`src/rtl/dbtx_pkg.sv`:
```
package dbtx_pkg;
   typedef enum logic {
      TXS_IDLE = 1'b0,
      TXS_BUSY = 1'b1
   } tx_state_e;
endpackage

```
`src/rtl/dbtx_baud.sv`:
```
module dbtx_baud #(
   parameter int DIV_W = 8
) (
   input  logic             clk,
   input  logic             rst_n,
   input  logic             run,
   input  logic [DIV_W-1:0] divisor,
   output logic             tick
);
   logic [DIV_W-1:0] cnt;

   always_ff @(posedge clk) begin
      if (!rst_n)              cnt <= '0;
      else if (!run)           cnt <= '0;
      else if (cnt == divisor) cnt <= '0;
      else                     cnt <= cnt + 1'b1;
   end

   assign tick = run && (cnt == divisor);
endmodule

```
`src/rtl/dbtx_hold.sv`:
```
module dbtx_hold #(
   parameter int DATA_W = 8
) (
   input  logic              clk,
   input  logic              rst_n,
   input  logic              clr,
   input  logic              wr_en,
   input  logic [DATA_W-1:0] wr_data,
   input  logic              take,
   output logic              full,
   output logic [DATA_W-1:0] q
);
   always_ff @(posedge clk) begin
      if (!rst_n) begin
         full <= 1'b0;
         q    <= '0;
      end else if (clr) begin
         full <= 1'b0;
      end else if (take) begin
         full <= 1'b0;
      end else if (wr_en && !full) begin
         full <= 1'b1;
         q    <= wr_data;
      end
   end
endmodule

```
`src/rtl/dbtx_shift.sv`:
```
module dbtx_shift
   import dbtx_pkg::*;
#(
   parameter int DATA_W   = 8,
   parameter int NINTH_EN = 1
) (
   input  logic              clk,
   input  logic              rst_n,
   input  logic              clr,
   input  logic              tick,
   input  logic              load_ok,
   input  logic              hold_full,
   input  logic [DATA_W-1:0] hold_q,
   input  logic              nine_mode,
   input  logic              ninth_bit,
   output logic              take,
   output logic              busy,
   output logic              tx_out
);
   localparam int MAXB  = DATA_W + 1 + NINTH_EN;
   localparam int CNT_W = $clog2(MAXB + 1);

   tx_state_e        state;
   logic [MAXB-1:0]  sh, nxt;
   logic [CNT_W-1:0] left, nxt_left;

   generate
      if (NINTH_EN != 0) begin : g_nine
         always_comb begin
            if (nine_mode) begin
               nxt      = {1'b1, ninth_bit, hold_q};
               nxt_left = CNT_W'(MAXB);
            end else begin
               nxt      = {1'b1, 1'b1, hold_q};
               nxt_left = CNT_W'(MAXB - 1);
            end
         end
      end else begin : g_eight
         logic unused_nine;
         assign unused_nine = nine_mode ^ ninth_bit;
         always_comb begin
            nxt      = {1'b1, hold_q};
            nxt_left = CNT_W'(MAXB);
         end
      end
   endgenerate

   assign busy = (state == TXS_BUSY);
   assign take = hold_full && load_ok && (!busy || (tick && left == '0));

   always_ff @(posedge clk) begin
      if (!rst_n || clr) begin
         state  <= TXS_IDLE;
         tx_out <= 1'b1;
         sh     <= '1;
         left   <= '0;
      end else if (take) begin
         state  <= TXS_BUSY;
         tx_out <= 1'b0;
         sh     <= nxt;
         left   <= nxt_left;
      end else if (busy && tick) begin
         if (left != '0) begin
            tx_out <= sh[0];
            sh     <= {1'b1, sh[MAXB-1:1]};
            left   <= left - 1'b1;
         end else begin
            state  <= TXS_IDLE;
            tx_out <= 1'b1;
         end
      end
   end
endmodule

```
`src/rtl/dbuf_uart_tx.sv`:
```
module dbuf_uart_tx #(
   parameter int DATA_W   = 8,
   parameter int DIV_W    = 8,
   parameter int NINTH_EN = 1
) (
   input  logic              clk,
   input  logic              rst_n,
   input  logic              port_en,
   input  logic              tx_en,
   input  logic              nine_mode,
   input  logic              ninth_bit,
   input  logic [DIV_W-1:0]  divisor,
   input  logic              wr_en,
   input  logic [DATA_W-1:0] wr_data,
   output logic              buf_empty,
   output logic              shift_empty,
   output logic              tx_out,
   output logic              tx_drive
);
   generate
      if (DATA_W < 5 || DATA_W > 16) begin : g_bad_data
         $error("dbuf_uart_tx: DATA_W out of range");
      end
      if (DIV_W < 1 || DIV_W > 24) begin : g_bad_div
         $error("dbuf_uart_tx: DIV_W out of range");
      end
      if (NINTH_EN != 0 && NINTH_EN != 1) begin : g_bad_nine
         $error("dbuf_uart_tx: NINTH_EN must be 0 or 1");
      end
   endgenerate

   logic              tick, take, busy, full, clr;
   logic [DATA_W-1:0] hold_q;

   assign clr = !port_en;

   dbtx_baud #(.DIV_W(DIV_W)) u_baud (
      .clk(clk), .rst_n(rst_n), .run(busy), .divisor(divisor), .tick(tick)
   );

   dbtx_hold #(.DATA_W(DATA_W)) u_hold (
      .clk(clk), .rst_n(rst_n), .clr(clr), .wr_en(wr_en && port_en),
      .wr_data(wr_data), .take(take), .full(full), .q(hold_q)
   );

   dbtx_shift #(.DATA_W(DATA_W), .NINTH_EN(NINTH_EN)) u_shift (
      .clk(clk), .rst_n(rst_n), .clr(clr), .tick(tick),
      .load_ok(tx_en && port_en), .hold_full(full), .hold_q(hold_q),
      .nine_mode(nine_mode), .ninth_bit(ninth_bit),
      .take(take), .busy(busy), .tx_out(tx_out)
   );

   assign buf_empty   = !full;
   assign shift_empty = !busy;
   assign tx_drive    = port_en;
endmodule

```
`config.mk`:
```
export PLATFORM = sky130hd
export DESIGN_NAME = dbuf_uart_tx
export DESIGN_NICKNAME = d
export VERILOG_FILES = /design/src/rtl/dbtx_pkg.sv /design/src/rtl/dbtx_baud.sv /design/src/rtl/dbtx_hold.sv /design/src/rtl/dbtx_shift.sv /design/src/rtl/dbuf_uart_tx.sv
export SDC_FILE = /design/constraint.sdc
export NUM_CORES = 1
export LEC_CHECK = 0
export BUFFER_PORTS_ARGS = -buffer_cell sky130_fd_sc_hd__buf_2
export CORE_MARGIN = 4
export CORE_UTILIZATION = 31
export CTS_BUF_LIST = sky130_fd_sc_hd__clkbuf_8
export DETAILED_ROUTE_END_ITERATION = 12
export GPL_ROUTABILITY_DRIVEN = 1
export HOLD_SLACK_MARGIN = 0.03
export PLACE_DENSITY = 0.5
export SYNTH_ARGS = -nofsm -noshare
export SYNTH_HDL_FRONTEND = slang
export SYNTH_SLANG_ARGS = --single-unit
```
`constraint.sdc`:
```
create_clock -name clk -period 4.65 [get_ports clk]
set_input_delay 0.93 -clock clk [delete_from_list [all_inputs] [get_ports clk]]
set_output_delay 0.93 -clock clk [all_outputs]
set_load 0.02 [all_outputs]
```
# == After elaboration in Yosys (flattened, before gate mapping) ==
# Cells that the tools add are included.
# op_classes
muxes,14
n_shift,0
magnitude_cmp,0
div,0
eq_ne,2
mul,0
n_addsub,2
reduce_logical,23
bitwise,4
# op_table
op,n
$mux 10,3
$mux 4,3
$mux 9,1
$add 8x1->8 const B,1
$eq 8x8->1,1
$logic_and 1x1->1,8
$mux 1,6
$reduce_or 3->1,2
$logic_not 1->1,4
$logic_not 4->1,1
$not 1->1,4
$reduce_and 2->1,2
$reduce_bool 2->1,2
$reduce_bool 4->1,1
$sub 4x1->4 const B,1
$reduce_and 3->1,1
$logic_or 1x1->1,2
$mux 2,1
$ne 2x2->1 const B,1
# word_totals
memories,0
latch_bits,0
out_inout_bits,4
elab_cells,52
input_bits,23
ram_bits,0
register_bits,33
romBits,0

# == Logic depth before layout (Yosys ltp) ==
# depth
ltp_word,7
mapped_depth,8
ltp_nobuf,7

# == Cells and area by module ==
# From an unflattened synthesis, not the netlist that was laid out.
# hier_totals
cells_unflattened,205
hier_area_um2,1854.3
# by_module_without_submodules
module,seq_area_each_um2,area_per_inst_um2,cells_each,instances
dbtx_shift,300.3,974.7,114,1
dbtx_baud,160.2,470.5,46,1
dbtx_hold,180.2,377.9,39,1
dbuf_uart_tx,0.0,31.3,6,1

# == Least setup slack after synthesis ==
# No wires, ideal clock.
# synth_path
path_kind,input -> register
startpoint,input divisor[7]
endpoint,register u_shift.tx_out
cell_stages,5
t_arrival_ns,2.015
n_path_buf,0
setup_time_ns,0.122
path_slack_ns,2.514
path_cell_list,xnor2_1 > nand4_2 > nor2_4 > a21oi_1 > a221o_1
# synth_via
elab_chain_cells,6
# synth_rtl
element,line_no,source
start: declaration,dbuf_uart_tx.sv:12,"input logic [DIV_W-1:0] divisor,"
$eq 8x8->1 (*),dbtx_baud.sv:19,assign tick = run && (cnt == divisor);
$logic_and 1x1->1 (*),dbtx_baud.sv:19,
$logic_and 1x1->1,dbtx_shift.sv:49,assign take = hold_full && load_ok && (!busy || (tick && left == '0));
$logic_or 1x1->1,dbtx_shift.sv:49,
$logic_and 1x1->1,dbtx_shift.sv:49,
$mux 1 / $reduce_bool 2->1 (equally long branches),-,
end signal: assignment,dbtx_shift.sv:64,tx_out <= sh[0];
end: declaration,dbtx_shift.sv:18,output logic tx_out
# Every way passes the cells marked *; elsewhere a longest branch is shown, timed or not.
# A chain may end at the register's enable or synchronous reset.

# == Final worst setup path ==
# layout_path
startpoint,register u_shift.state (netlist: u_shift.busy)
endpoint,output shift_empty
# layout_via
elab_chain_cells,1
# layout_rtl
element,line_no,source
start: declaration,dbtx_shift.sv:23,tx_state_e state;
start signal: assignment,dbtx_shift.sv:53,state <= TXS_IDLE;
start signal: assignment,dbtx_shift.sv:58,state <= TXS_BUSY;
start signal: assignment,dbtx_shift.sv:68,state <= TXS_IDLE;
$logic_not 1->1,dbuf_uart_tx.sv:54,assign shift_empty = !busy;
end: declaration,dbuf_uart_tx.sv:16,"output logic shift_empty,"
# Every way passes these cells.

==> flow_summary.yaml <==
cts:
  cts_tree: "built"
  cts_made_buffers: 5
  path_clk_slew_ns: 0.07
  insertion_delay_ns: 0.28
  cts-root-buf: "clkbuf_8"
  h-tree-depth: 2
  cts_buffer_depth: 2
  cts_sinks: 32
  cts_setup_buffers: 0
  ctsResizeCount: 0
  cts_hold_buf: 0
critical_path:
  path_class: "reg -> out"
  slowest_stage: "dfxtp_1"
  reg2reg_slack_ns: 2.80
  arrival_ns: 1.45
  worstPathRequired_ns: 3.72
  ff2ff_path_depth: 6
  cp-end-kind: "output port"
  startpoint_type: "flip-flop"
  crit_fanout: 11
  r2r_end: "u_shift.left[0]"
  cp_slowest_stage_delay_ns: 0.56
  crit_chain: "clkinv_1, buf_2"
  reg2reg_from: "u_shift.left[0]"
cells_and_area:
  regArea_sq_um: 641
  drive_gt1_share_pct: 25.7
  multi_input_area_sq_mm: 0.00118
  fin_util_pct: 36.6
  area.growth.synth_to_final_pct: 15.2
  diodes: 0
  num-nets-final: 263
  final_area_sq_mm: 0.00217
  n_fill_cell: 638
  final-instance-count-excl-fill: 312
yosys:
  synth-seq-cells: 32
  synth.top_cells.by_count: "dfxtp_1 (32), nor2_1 (28), a21oi_1 (19)"
  ys_types: 50
  synth_edf_count: 0
  synth_ff_type: "dfxtp_1"
  synthTopCellsByArea: "dfxtp_1 (34%), nor2_1 (5.6%), a21oi_1 (5.1%), mux2_2 (4.8%), xnor2_2 (4.3%)"
  yosysMostFrequentCell: "dfxtp_1"
  ys_seq_area_share_pct: 34.1
  async_reset_ff_share_pct: 0
  yosysTopAreaCell: "dfxtp_1"
  syn-cell-area_sq_mm: 0.00188
  syn_nets: 236
  syn_inst: 210
  yosysWarnings: 0
  synth_top_cell_area_share_pct: 34.1
  synth_area_per_cell_sq_um: 8.96
timing:
  tightest_slew_ns: 0.551
  finClkSkew_ns: 0.00550
  hold_violations: 0
  timing.slew.headroom_pct: 63.2
  timing.fmax_mhz: 420
  setup_tns_ns: 0
  holdWs_ns: 0.491
  period_needed_ns: 2.38
  finalMaxSlewViolations: 0
  finalCritPeriodShare_pct: 51.3
  rsz0062_at_grt: "false"
  setup_viol: 0
  setup_ws_ns: 2.27
place:
  dp_hpwl_um: 3160
  dp.cells: 305
  gp_congestion: 0.723
  dpl_cell_area_sq_mm: 0.00207
  io_buffers: 26
  pre_cts_slack_ns: 2.23
floorplan:
  die_area_sq_mm: 0.00738
  die_w_um: 85.9
  coreArea_sq_mm: 0.00592
  rows: 28
  die_height_um: 85.9
  boundaryPins: 27
  initial_core_util_pct: 31.8
power:
  swShare_pct: 24.1
  seqPwrFrac_pct: 49.2
  peakVddDrop_mv: 0.108
  power.leakage_nw: 0.814
  finalPower_mw: 0.580
  p_per_area_mw_per_mm2: 268
  combPwrFrac_pct: 10.1
  p_sw_mw: 0.140
  p_clk_share_pct: 40.7
  p_int_mw: 0.440
global_routing:
  grtUsageTotal_pct: 12.1
  grt_pass1_vias: 1501
  grt_pass1_wl_um: 7100
  grt_max_degree: 14
  overflow: 0
  antenna_found_initial: 0
detailed_routing:
  post-route-drc-count: 0
  post_drt_wl_per_cell_um: 13.8
  vias: 1561
  drt-total-wl_um: 4290
  via_per_inst: 5.00
  drtIter0Drc: 75
  drtAntennaViolNets: 0
  dr.pass1.iters: 4
outcome:
  status: "finished, final reports clean"
job:
  cap_violations: 0
worst_hold_path:
  min_path_type: "reg -> reg"
  min_to: "u_shift.tx_out"
  whs_path_depth: 1
  hold_start: "u_shift.tx_out"
layout make-up:
class                           count  area share (%)
Sequential cell                    32            29.6
Inverter                            4           0.693
Timing Repair Buffer               27            6.35
Multi-Input combinational cell    167            54.6
Clock buffer                        7            4.45
Tap cell                           75            4.33
layout by cell type, fill, tap and decap left out, drive strengths merged, types with 3 or more instances in the layout:
cell,netlist,final
nand4,3,3
mux2i,8,8
a21oi,19,19
o21ai,8,8
a21boi,4,4
buf,5,27
o2bb2ai,3,3
nor2b,9,9
mux2,8,8
and2,7,7
nand2,6,6
nor2,29,29
ha,3,3
and3,4,4
dfxtp,32,32
clkbuf,2,7
inv,3,3
xnor2,13,13
nor3,11,11
nand3,12,12
worst max-delay path, delay by kind of cell (launching register included):
kind | cells | cell delay (ns)
DFF | 1 | 0.56
buffers and inverters | 2 | 0.61
worst max-delay path by stage:
| stage | start | end | cells past startpoint |
|---|---|---|---|
| 2_1_floorplan | divisor[7] | u_shift.tx_out | 5 |
| 3_3_place_gp | divisor[7] | u_shift.left[0] | 6 |
| 3_5_place_dp | divisor[7] | u_shift.left[0] | 6 |
| 4_1_cts | u_shift.busy | shift_empty | 2 |
| 5_1_grt | u_shift.busy | shift_empty | 2 |
| 6_report | u_shift.busy | shift_empty | 2 |
sequential cells by signal, summed over array words and instances (netlist names):
name,cells
u_shift.left,4
u_hold.full,1
u_shift.busy,1
u_hold.q,8
u_shift.sh,9
u_shift.tx_out,1
u_baud.cnt,8
routing by layer:
| metal | global-route usage (%) | wire [um] |
|---|---|---|
| met5 | 0 | 0 |
| met4 | 4.75 | 59 |
| met3 | 3.07 | 212 |
| met2 | 18.8 | 1860 |
| met1 | 16.1 | 2160 |
power groups by stage:
stage	logic (mW)	registers, mW	clock network (mW)
2_1_floorplan	0.0396	0.290	0
3_3_place_gp	0.0590	0.292	0
3_5_place_dp	0.0593	0.292	0
4_1_cts	0.0596	0.285	0.246
5_1_grt	0.0652	0.286	0.253
6_report	0.0587	0.285	0.236
cells by family after synthesis:
| family | synth area share, % |
|---|---|
| adder cells (fa/ha/maj) | 2.00 |
| multiplexers | 9.05 |
| flip-flops | 34.1 |
| AND/OR/NAND/NOR | 25.9 |
| AO/OA/AOI/OAI | 15.5 |
| buffers and inverters | 2.99 |
| XOR/XNOR | 10.5 |
(Power assumes the default switching activity.)
